--- src/rtl/lane_ecc_pkg.sv ---
`timescale 1ns/1ps
package lane_ecc_pkg;

  typedef enum logic [1:0] {
    LANE_CLEAN = 2'd0,
    LANE_FIXED = 2'd1,
    LANE_BAD   = 2'd2
  } lane_stat_e;

  // number of Hamming check bits needed for a data width
  function automatic int hamming_bits(input int data_w);
    int p;
    p = 0;
    while ((1 << p) < data_w + p + 1) p++;
    return p;
  endfunction

  function automatic bit is_pow2(input int v);
    return (v & (v - 1)) == 0;
  endfunction

endpackage

--- src/rtl/lane_ecc_enc.sv ---
`timescale 1ns/1ps
module lane_ecc_enc
  import lane_ecc_pkg::*;
#(
  parameter int DATA_W = 8,
  parameter int CHK_P  = hamming_bits(DATA_W),
  parameter int CW_W   = DATA_W + CHK_P + 1
) (
  input  logic [DATA_W-1:0] data_i,
  output logic [CW_W-1:0]   cw_o
);

  always_comb begin
    logic [CW_W-1:0] c;
    int j;
    c = '0;
    j = 0;
    // scatter data over the non power-of-two positions
    for (int pos = 1; pos < CW_W; pos++) begin
      if (!is_pow2(pos)) begin
        c[pos] = data_i[j];
        j++;
      end
    end
    // each check bit covers positions whose index has its bit set
    for (int k = 0; k < CHK_P; k++) begin
      logic acc;
      acc = 1'b0;
      for (int pos = 1; pos < CW_W; pos++) begin
        if (((pos >> k) & 1) == 1 && pos != (1 << k)) acc = acc ^ c[pos];
      end
      c[1 << k] = acc;
    end
    c[0] = ^c[CW_W-1:1];
    cw_o = c;
  end

endmodule

--- src/rtl/lane_ecc_dec.sv ---
`timescale 1ns/1ps
module lane_ecc_dec
  import lane_ecc_pkg::*;
#(
  parameter int DATA_W = 8,
  parameter int CHK_P  = hamming_bits(DATA_W),
  parameter int CW_W   = DATA_W + CHK_P + 1
) (
  input  logic [CW_W-1:0]   cw_i,
  output logic [DATA_W-1:0] data_o,
  output lane_stat_e        stat_o
);

  logic [CHK_P-1:0] syn;
  logic             par_odd;
  logic [CW_W-1:0]  fixed;

  always_comb begin
    syn = '0;
    for (int pos = 1; pos < CW_W; pos++) begin
      for (int k = 0; k < CHK_P; k++) begin
        if (((pos >> k) & 1) == 1) syn[k] = syn[k] ^ cw_i[pos];
      end
    end
    par_odd = ^cw_i;
  end

  always_comb begin
    fixed  = cw_i;
    stat_o = LANE_CLEAN;
    if (par_odd) begin
      if (syn == '0) begin
        stat_o = LANE_FIXED;            // only the overall bit is off
      end else if (int'(syn) < CW_W) begin
        stat_o = LANE_FIXED;
        for (int pos = 1; pos < CW_W; pos++) begin
          if (syn == CHK_P'(pos)) fixed[pos] = ~cw_i[pos];
        end
      end else begin
        stat_o = LANE_BAD;              // points outside the codeword
      end
    end else if (syn != '0) begin
      stat_o = LANE_BAD;
    end
  end

  always_comb begin
    int j;
    data_o = '0;
    j = 0;
    for (int pos = 1; pos < CW_W; pos++) begin
      if (!is_pow2(pos)) begin
        data_o[j] = fixed[pos];
        j++;
      end
    end
  end

endmodule

--- src/rtl/lane_ecc_merge.sv ---
`timescale 1ns/1ps
module lane_ecc_merge #(
  parameter int LANES = 2
) (
  input  logic [LANES-1:0] sec_i,
  input  logic [LANES-1:0] ded_i,
  input  logic [LANES-1:0] be_i,
  output logic             any_sec_o,
  output logic             any_ded_o
);

  assign any_sec_o = |(sec_i & be_i);
  assign any_ded_o = |(ded_i & be_i);

endmodule

--- src/rtl/lane_secded_codec.sv ---
`timescale 1ns/1ps
module lane_secded_codec
  import lane_ecc_pkg::*;
#(
  parameter int LANES  = 2,
  parameter int LANE_W = 8,
  localparam int CHK_P  = hamming_bits(LANE_W),
  localparam int CW_W   = LANE_W + CHK_P + 1,
  localparam int WORD_W = LANES * LANE_W,
  localparam int BUS_W  = LANES * CW_W
) (
  input  logic              clk,
  input  logic              rst,
  input  logic              wr_req,
  input  logic [LANES-1:0]  wr_be,
  input  logic [WORD_W-1:0] wr_data,
  output logic [BUS_W-1:0]  wr_cw,
  output logic [LANES-1:0]  wr_lane_we,
  input  logic              rd_req,
  input  logic              out_en,
  input  logic [LANES-1:0]  rd_be,
  input  logic [BUS_W-1:0]  rd_cw,
  output logic [WORD_W-1:0] rd_data,
  output logic [LANES-1:0]  lane_sec,
  output logic [LANES-1:0]  lane_ded,
  output logic              err_single,
  output logic              err_multi,
  output logic              flag_valid
);

  logic [BUS_W-1:0]  enc_cw;
  logic [WORD_W-1:0] dec_data;
  logic [LANES-1:0]  dec_sec;
  logic [LANES-1:0]  dec_ded;
  logic              any_sec;
  logic              any_ded;
  logic              rd_active;
  logic              rd_visible;

  for (genvar g = 0; g < LANES; g++) begin : g_lane
    lane_stat_e stat;

    lane_ecc_enc #(.DATA_W(LANE_W)) enc_i (
      .data_i (wr_data[g*LANE_W +: LANE_W]),
      .cw_o   (enc_cw[g*CW_W +: CW_W])
    );

    lane_ecc_dec #(.DATA_W(LANE_W)) dec_i (
      .cw_i   (rd_cw[g*CW_W +: CW_W]),
      .data_o (dec_data[g*LANE_W +: LANE_W]),
      .stat_o (stat)
    );

    assign dec_sec[g] = (stat == LANE_FIXED);
    assign dec_ded[g] = (stat == LANE_BAD);
  end

  lane_ecc_merge #(.LANES(LANES)) merge_i (
    .sec_i     (dec_sec),
    .ded_i     (dec_ded),
    .be_i      (rd_be),
    .any_sec_o (any_sec),
    .any_ded_o (any_ded)
  );

  assign rd_active  = rd_req & ~wr_req;
  assign rd_visible = rd_active & out_en;

  always_ff @(posedge clk) begin
    if (rst) begin
      wr_cw      <= '0;
      wr_lane_we <= '0;
      rd_data    <= '0;
      lane_sec   <= '0;
      lane_ded   <= '0;
      err_single <= 1'b0;
      err_multi  <= 1'b0;
      flag_valid <= 1'b0;
    end else begin
      if (wr_req) wr_cw <= enc_cw;
      wr_lane_we <= wr_req ? wr_be : '0;
      if (rd_active) rd_data <= dec_data;
      lane_sec   <= rd_visible ? dec_sec : '0;
      lane_ded   <= rd_visible ? dec_ded : '0;
      err_single <= rd_visible & any_sec;
      err_multi  <= rd_visible & any_ded;
      flag_valid <= rd_visible;
    end
  end

endmodule

--- config.mk ---
export PLATFORM = sky130hd
export DESIGN_NAME = lane_secded_codec
export DESIGN_NICKNAME = d
export VERILOG_FILES = /design/src/rtl/lane_ecc_pkg.sv /design/src/rtl/lane_ecc_enc.sv /design/src/rtl/lane_ecc_dec.sv /design/src/rtl/lane_ecc_merge.sv /design/src/rtl/lane_secded_codec.sv
export SDC_FILE = /design/constraint.sdc
export NUM_CORES = 1
export LEC_CHECK = 0
export CAP_MARGIN = 40
export CORE_MARGIN = 2
export CORE_UTILIZATION = 60
export DETAILED_ROUTE_END_ITERATION = 8
export DONT_BUFFER_PORTS = 1
export PLACE_DENSITY = 0.76
export SYNTH_ARGS = -nofsm -noshare
export SYNTH_HDL_FRONTEND = slang
export SYNTH_SLANG_ARGS = --single-unit
--- constraint.sdc ---
create_clock -name clk -period 4.25 [get_ports clk]
set_input_delay 0.85 -clock clk [delete_from_list [all_inputs] [get_ports clk]]
set_output_delay 0.85 -clock clk [all_outputs]
set_load 0.05 [all_outputs]
* Word level (Yosys, flattened, before mapping)
Index checks and enable logic that the tools add are counted.
** Cells by class
- Magnitude comparators :: 2
- Bitwise operators :: 96
- Equal/unequal tests :: 28
- Reductions and logical operators :: 12
- Multiplexer cells :: 38
** Operators with widths (count)
- $mux 12 :: 6
- $xor 1x1->1 :: 64
- $eq 4x4->1 const B :: 10
- $eq 4x3->1 const B :: 8
- $not 1->1 :: 26
- $reduce_xor 13->1 :: 2
- $mux 1 :: 24
- $reduce_xor 12->1 :: 2
- $eq 4x2->1 const B :: 4
- $mux 2 :: 8
- $eq 4x1->1 const B :: 2
- $logic_not 4->1 :: 2
- $lt 4x4->1 const B :: 2
- $reduce_bool 4->1 :: 2
- $reduce_or 2->1 :: 4
- $and 1x1->1 :: 4
- $and 2x2->2 :: 2
- $eq 2x1->1 const B :: 2
- $eq 2x2->1 const B :: 2
** Word-level totals
- Output and inout port bits :: 51
- Logic and storage cells :: 184
- Bits of input ports :: 51
- Bits in registers :: 51

* Depth between registers and ports, before layout
Gate-level depths: netlist of run 1.
- Word-level depth :: 13
- Gate-level depth with buffers :: 7
- Gate-level depth less buffers :: 6

* Cells and area by module
A second synthesis of run 1 with hierarchy kept.
** Unflattened totals
- Cell total of the unflattened synthesis :: 341
- Area, all modules :: 3402.0 sq um
** By module, submodules not included
- lane_secded_codec :: sequential area each 1021.0 sq um, area each 2016.9 sq um, instances 1, cells each 178
- lane_ecc_dec (g_lane[1].dec_i) :: sequential area each 0.0 sq um, area each 500.5 sq um, instances 1, cells each 62
- lane_ecc_dec (g_lane[0].dec_i) :: sequential area each 0.0 sq um, area each 456.7 sq um, instances 1, cells each 61
- lane_ecc_enc :: sequential area each 0.0 sq um, area each 205.2 sq um, instances 2, cells each 19
- lane_ecc_merge :: sequential area each 0.0 sq um, area each 17.5 sq um, instances 1, cells each 2

* Least setup slack after synthesis of run 1
No wires, ideal clock.
- Path type :: in2reg
- From :: input rd_cw[2]
- To :: register err_multi
- Data arrival time :: 2.269 ns
- Required time :: 4.117 ns
- Setup slack :: 1.848 ns
- Cell stages on the path :: 6
- Path buffers :: 0
- Library setup time :: 0.133 ns
- Cells stage by stage :: xnor2_2 -> xor3_1 -> nor2_1 -> nand2_1 -> a221oi_1 -> o22ai_1
** Between the ends
- Word-level cells in the longest chain between the ends :: 13
- Elaborated cells on any way between the ends :: 17
- Classes of those cells :: 1 x order compare; 1 x eq/ne; 4 x mux; 7 x bitwise; 4 x reduce/logical
** Ends and longest elaborated chain
- start: declaration :: RTL line lane_secded_codec.sv:22 : input logic [BUS_W-1:0] rd_cw,
- $xor 1x1->1 (5 in a row) :: RTL line lane_ecc_dec.sv:22 : if (((pos >> k) & 1) == 1) syn[k] = syn[k] ^ cw_i[pos];
- $lt 4x4->1 :: RTL line lane_ecc_dec.sv:34 : end else if (int'(syn) < CW_W) begin
- $mux 2 :: RTL line lane_ecc_dec.sv:34
- $mux 2 :: RTL line lane_ecc_dec.sv:32 : if (syn == '0) begin
- $mux 2 (*) :: RTL line lane_ecc_dec.sv:31 : if (par_odd) begin
- $eq 2x2->1 (*) :: RTL line lane_secded_codec.sv:55 : assign dec_ded[g] = (stat == LANE_BAD);
- $and 2x2->2 (*) :: RTL line lane_ecc_merge.sv:13 : assign any_ded_o = |(ded_i & be_i);
- $reduce_or 2->1 (*) :: RTL line lane_ecc_merge.sv:13
- $and 1x1->1 (*) :: RTL line lane_secded_codec.sv:86 : err_multi <= rd_visible & any_ded;
- end signal: assignment :: RTL line lane_secded_codec.sv:86
- end: declaration :: RTL line lane_secded_codec.sv:27 : output logic err_multi,
Every way passes the cells marked *; elsewhere a longest branch is shown, timed or not.
A chain may end at the register's enable or synchronous reset.

* Worst setup path after layout of run 1
- From :: input rd_cw[19]
- To :: register err_single
** Between the ends
- Word-level cells in the longest chain between the ends :: 12
- Elaborated cells on any way between the ends :: 19
- Classes of those cells :: 1 x order compare; 1 x eq/ne; 4 x mux; 9 x bitwise; 4 x reduce/logical
** Ends and longest elaborated chain
- $xor 1x1->1 (4 in a row) :: RTL line lane_ecc_dec.sv:22
- $lt 4x4->1 :: RTL line lane_ecc_dec.sv:34
- $mux 2 :: RTL line lane_ecc_dec.sv:34
- $mux 2 :: RTL line lane_ecc_dec.sv:32
- $mux 2 (*) :: RTL line lane_ecc_dec.sv:31
- $eq 2x1->1 (*) :: RTL line lane_secded_codec.sv:54 : assign dec_sec[g] = (stat == LANE_FIXED);
- $and 2x2->2 (*) :: RTL line lane_ecc_merge.sv:12 : assign any_sec_o = |(sec_i & be_i);
- $reduce_or 2->1 (*) :: RTL line lane_ecc_merge.sv:12
- $and 1x1->1 (*) :: RTL line lane_secded_codec.sv:85 : err_single <= rd_visible & any_sec;
- end signal: assignment :: RTL line lane_secded_codec.sv:85
- end: declaration :: RTL line lane_secded_codec.sv:26 : output logic err_single,
Marks and branches as above.

==> out/summary.txt, run 1 <==
total chip power: 1300 uW
highest clock rate: 0.411 GHz
1st-pass router iterations: 4
r2r endpoint: rd_data[13]
VDD IR max: 0.223 mV
Core Rows: 25
RSZ-0062 raised after global routing: false
worst path arrival time: 2650 ps
CTS H-Tree Depth: 2
Synth Warn #: 0
Sequential Area: 1020 um^2
initial antenna violation count: 0
number of gates resized after cts: 0
PortBufs: 0
cts hold-fix bufs: 0
Reg power frac: 0.510
commonest cells after routing, fill and taps aside: xnor2_1, dfxtp_1, nor2_1
first-pass GRT wire length: 8.51 mm
most common cell after layout, fill and taps aside: xnor2_1
Initial Utilization: 0.624
Clk pwr share: 0.202
clock-pin transition on the worst setup and hold timing paths: 90 ps
critical path endpoint: err_single
Final Critical Period: 2430 ps
crit path launch type: input port
Layout Skew: 0 ps
Avg Cell Area, Syn: 9.60 um^2
nets@finish: 351
IO Count: 102
clk root buf: clkbuf_8
Setup CP Type: input port to flop
max_cap viols: 0
worst slew pin tran: 889 ps
slowest CP cell: xnor2_1
share of cells above drive strength 1: 0.0731
Layout area overhead: 3.80%
Synth Area in Simple Gates: 0.136
mux share of post-synthesis cell area: 0.0709
Adder-Cell Fraction of Synth Area: 0
synth unique cells: 43
#FFs+latches synth: 51
DRT Wirelength: 5.44 mm
die footprint: 5520 um^2
critical path, cell by cell: xor2_1 -> xnor2_1 -> or4b_1 -> a21oi_1 -> o21ai_1 -> a21oi_1
setup bufs post-CTS: 0
CTS tree: yes
largest net degree at the start of global routing: 46
worst r2r src: rd_data[13]
final hold vios: 0
First DRT Iteration DRCs: 55
largest family of logic cells by synthesized area: XOR/XNOR gates
Total Routing Usage GR: 0.195
DR DRC count: 0
DPL Wire Length: 4.15 mm
Max FO, Critical Path: 13
CTS Sinks: 51
R2R depth: 2
R2R setup slack: 3160 ps
Pint: 811 uW
Vias/cell: 5.61
clk_lat worst skew: 290 ps
total core area: 4750 um^2
Routed WL per cell: 14.8 um
final worst path period share: 0.572
final setup vio count: 0
Max Slew Vio Count: 0
Via Count: 2064
Logic pwr share: 0.287
Die X: 74.3 um
Vert. Die Dim: 74.3 um
crit path launch: rd_cw[19]
Critical Path End Type: flop
Sum Neg Setup Slack: 0 ps
Hold Slack: 620 ps
vias in the first global route: 1970
sequential share of the synthesized area: 0.344
top post-synthesis cells by area: dfxtp_1, xnor2_1, mux2i_1
Gate Count Post-Synth: 309
mapped cell area: 2970 um^2
GP Congestion: 0.916
Net Count, Synth: 360
Rel. slew slack: 0.403
Worst Path Required: 4470 ps
top-area cell type share of the netlist area: 0.344
cell repeated most along the worst path: a21oi_1
HP Class: input port to flop
Max Root-Sink Buffers: 2
Routed Antenna Nets: 0
compound-cell area share of the yosys netlist: 0.129
Leak: 0.00112 uW
Num CTS Buffers: 5
area occupied by multi-input gates: 1880 um^2
fill count: 406
switching power: 488 uW
final core utilization: 0.648
switch share: 0.376
crit-path max cell delay: 720 ps
Pwr Density: 422 nW/um^2
remaining global-route overflow: 0
Hold Crit Start: rst
xor and xnor fraction of the mapped netlist area: 0.296
diodes inserted: 0
status: complete, no violations
post-synth top area cell: dfxtp_1
-- synthesized netlist by cell type (all sizes together) --
| master | number |
|---|---|
| xnor2 | 66 |
| dfxtp | 51 |
| nor2 | 49 |
| a211oi | 25 |
| mux2i | 21 |
| clkbuf | 13 |
| a21oi | 11 |
| nand2 | 11 |
| xor2 | 11 |
| xnor3 | 5 |
| buf | 4 |
| o21ai | 4 |
| nand3 | 3 |
| o211ai | 3 |
| or3 | 3 |
| and3b | 2 |
| nand2b | 2 |
| nand3b | 2 |
| nand4b | 2 |
| nor3 | 2 |
| or4b | 2 |
| xor3 | 2 |
| a21boi | 1 |
| a21o | 1 |
| a221oi | 1 |
| a311oi | 1 |
| a31o | 1 |
| a41oi | 1 |
| inv | 1 |
| nand4 | 1 |
| nand4bb | 1 |
| nor2b | 1 |
| o21bai | 1 |
| o22ai | 1 |
| o41ai | 1 |
| or4 | 1 |
| or4bb | 1 |
-- flip-flops by register name, summed over array words and instances (netlist names) --
register and cells:
err_multi 1, wr_lane_we 2, lane_sec 2, wr_cw 26, rd_data 16, lane_ded 2
err_single 1, flag_valid 1
-- power groups by stage --
stage | clock, uW | combinational [uW] | sequential, uW
2_1_floorplan | 0 | 340 | 667
3_3_place_gp | 0 | 367 | 675
3_5_place_dp | 0 | 373 | 675
4_1_cts | 274 | 375 | 664
5_1_grt | 293 | 414 | 668
6_report | 263 | 373 | 663
-- worst min-delay path by stage --
stage,slack [ps],endpoint,cells after the start
global placement,710,wr_cw[0],2
global route,600,wr_cw[12],1
finish,620,wr_cw[11],1
CTS,610,wr_cw[0],1
floorplan,690,wr_cw[0],2
detailed placement,720,wr_cw[0],2
-- final cells by class --
class | count | area share
tap | 67 | 0.0272
timing repair buffer | 1 | 0.00244
inverter | 1 | 0.00122
clock inverter | 2 | 0.00406
multi-input combinational | 240 | 0.610
sequential | 51 | 0.332
clock buffer | 6 | 0.0236
-- layer usage --
| metal | track usage | routed length, um |
|---|---|---|
| met5 | 0 | 0 |
| met4 | 0.0456 | 31 |
| met3 | 0.0786 | 513 |
| met2 | 0.322 | 2610 |
| met1 | 0.239 | 2280 |
-- cell families (layout without fill, tap and decap cells) --
group / count (synthesis) / after routing
mux: 21 / 21
compound gates: 52 / 52
simple gates: 83 / 83
buf+inv: 18 / 10
flops: 51 / 51
xor+xnor: 84 / 84
-- worst max-delay path: cells and delay by family --
family | cells | cell delay, ps
simple gates | 1 | 500
compound gates | 3 | 440
xor+xnor | 2 | 870
-- metrics by stage --
step	cells	setup WS (ps)	instance area [um^2]
2_1_floorplan	309	1850	2970
3_3_place_gp	360	1570	2990
3_5_place_dp	360	1530	2990
4_1_cts	368	1820	3080
5_1_grt	368	1660	3080
6_report	368	1820	3080
Power figures use the tool's default switching activity.
==> inputs of run 2 (changes only) <==
==> constraint.sdc (replaced) <==
create_clock -name clk -period 2.4 [get_ports clk]
set_input_delay 0.48 -clock clk [delete_from_list [all_inputs] [get_ports clk]]
set_output_delay 0.48 -clock clk [all_outputs]
set_load 0.05 [all_outputs]
==> run 2 against run 1 <==
Worst hold slack worse by 370 ps. Register-to-register slack worse by 1900 ps. Routed wire length is 1.8% higher. Design area is 0.98% higher. Critical endpoint unchanged. Clock skew stayed put. Largest power group unchanged. Clock power is 77% higher.
==> out/summary.txt, run 2 (same netlist as run 1, synthesis figures left out) <==
status: complete, no violations
CTS tree: yes
Leak: 0.00114 uW
PortBufs: 0
Vert. Die Dim: 74.3 um
Num CTS Buffers: 5
CTS H-Tree Depth: 2
CTS Sinks: 51
max FFs per register: 26
IO Count: 102
diodes inserted: 0
R2R depth: 2
setup bufs post-CTS: 0
Final Critical Period: 2110 ps
Sum Neg Setup Slack: 0 ps
initial antenna violation count: 0
remaining global-route overflow: 0
DRT Wirelength: 5.53 mm
Routed Antenna Nets: 0
worst r2r src: rd_data[14]
hold depth: 1
r2r endpoint: rd_data[14]
first-pass GRT wire length: 8.61 mm
Regs by FF count: wr_cw (26), rd_data (16)
clock-pin transition on the worst setup and hold timing paths: 80 ps
final core utilization: 0.654
area occupied by multi-input gates: 1880 um^2
commonest cells after routing, fill and taps aside: xnor2_1, dfxtp_1, nor2_1
Die X: 74.3 um
1st-pass router iterations: 4
R2R setup slack: 1300 ps
Setup CP Type: input port to flop
die footprint: 5520 um^2
worst slew pin tran: 938 ps
First DRT Iteration DRCs: 47
Pwr Density: 742 nW/um^2
DPL Wire Length: 4.28 mm
most common cell after layout, fill and taps aside: xnor2_1
Core Rows: 25
worst path arrival time: 2330 ps
Layout Skew: 0 ps
Max Slew Vio Count: 0
Via Count: 2083
final hold vios: 0
crit path launch type: input port
Total Routing Usage GR: 0.200
cts hold-fix bufs: 0
Rel. slew slack: 0.370
WHS Endpoint: wr_cw[23]
Routed WL per cell: 14.9 um
clk_lat worst skew: 290 ps
highest clock rate: 0.474 GHz
RSZ-0062 raised after global routing: false
largest net degree at the start of global routing: 46
Critical Path End Type: flop
Max FO, Critical Path: 13
nets@finish: 355
Sequential Area: 1020 um^2
DR DRC count: 0
Max Root-Sink Buffers: 2
clk root buf: clkbuf_8
GP Congestion: 0.795
HP Class: input port to flop
Worst Path Required: 2620 ps
final setup vio count: 0
most flop-heavy register: wr_cw
max_cap viols: 0
vias in the first global route: 1897
Vias/cell: 5.60
fill count: 414
VDD IR max: 0.304 mV
Layout area overhead: 4.81%
total core area: 4750 um^2
share of cells above drive strength 1: 0.0852
final worst path period share: 0.879
Initial Utilization: 0.624
number of gates resized after cts: 0
Hold Crit Start: rst
==> run 2: stage by stage <==
step	power (uW)	hold slack [ps]	cells	area, um^2	setup WS, ps
floorplan	1780	627	309	2970	368
CTS	2330	238	372	3110	334
finish	2310	245	372	3110	291
global placement	1850	556	364	3020	97.1
detailed placement	1860	558	364	3020	38.9
global route	2440	219	372	3110	203
==> run 2: worst max-delay path, cell delays in order <==
cell and delay, ps:
xor2_1 150, xnor2_1 750, or4b_1 510, a21oi_1 200
o21ai_1 90, a21oi_1 150
==> run 2: worst max-delay path by stage <==
stage                    from         end  slack, ps  cells past startpoint
floorplan            rd_cw[2]   err_multi        370                      6
detailed placement  rd_cw[19]  err_single         40                      6
finish              rd_cw[19]  err_single        290                      6
global route        rd_cw[19]  err_single        200                      6
global placement    rd_cw[19]  err_single        100                      6
CTS                 rd_cw[19]  err_single        330                      6
==> run 2: power by group <==
group	switching [uW]	total [uW]	internal, uW	leakage [uW]
logic	337	668	331	0.000681
clock network	261	465	204	0.0000412
registers	265	1170	910	0.000420
==> run 2: layer usage <==
| layer | vias to the layer above | track usage | routed length (um) |
|---|---|---|---|
| met4 | 0 | 0.0516 | 44 |
| li1 | 1051 | - | - |
| met3 | 5 | 0.0799 | 587 |
| met5 | - | 0 | 0 |
| met2 | 79 | 0.327 | 2590 |
| met1 | 948 | 0.247 | 2310 |
==> run 2: cell type report <==
class,instances,share of cell area
Clock buffer,6,0.0233
Clock inverter,2,0.00402
Inverter,1,0.00121
Multi-Input combinational cell,240,0.604
Sequential cell,51,0.328
Tap cell,67,0.0270
Timing Repair Buffer,5,0.0121
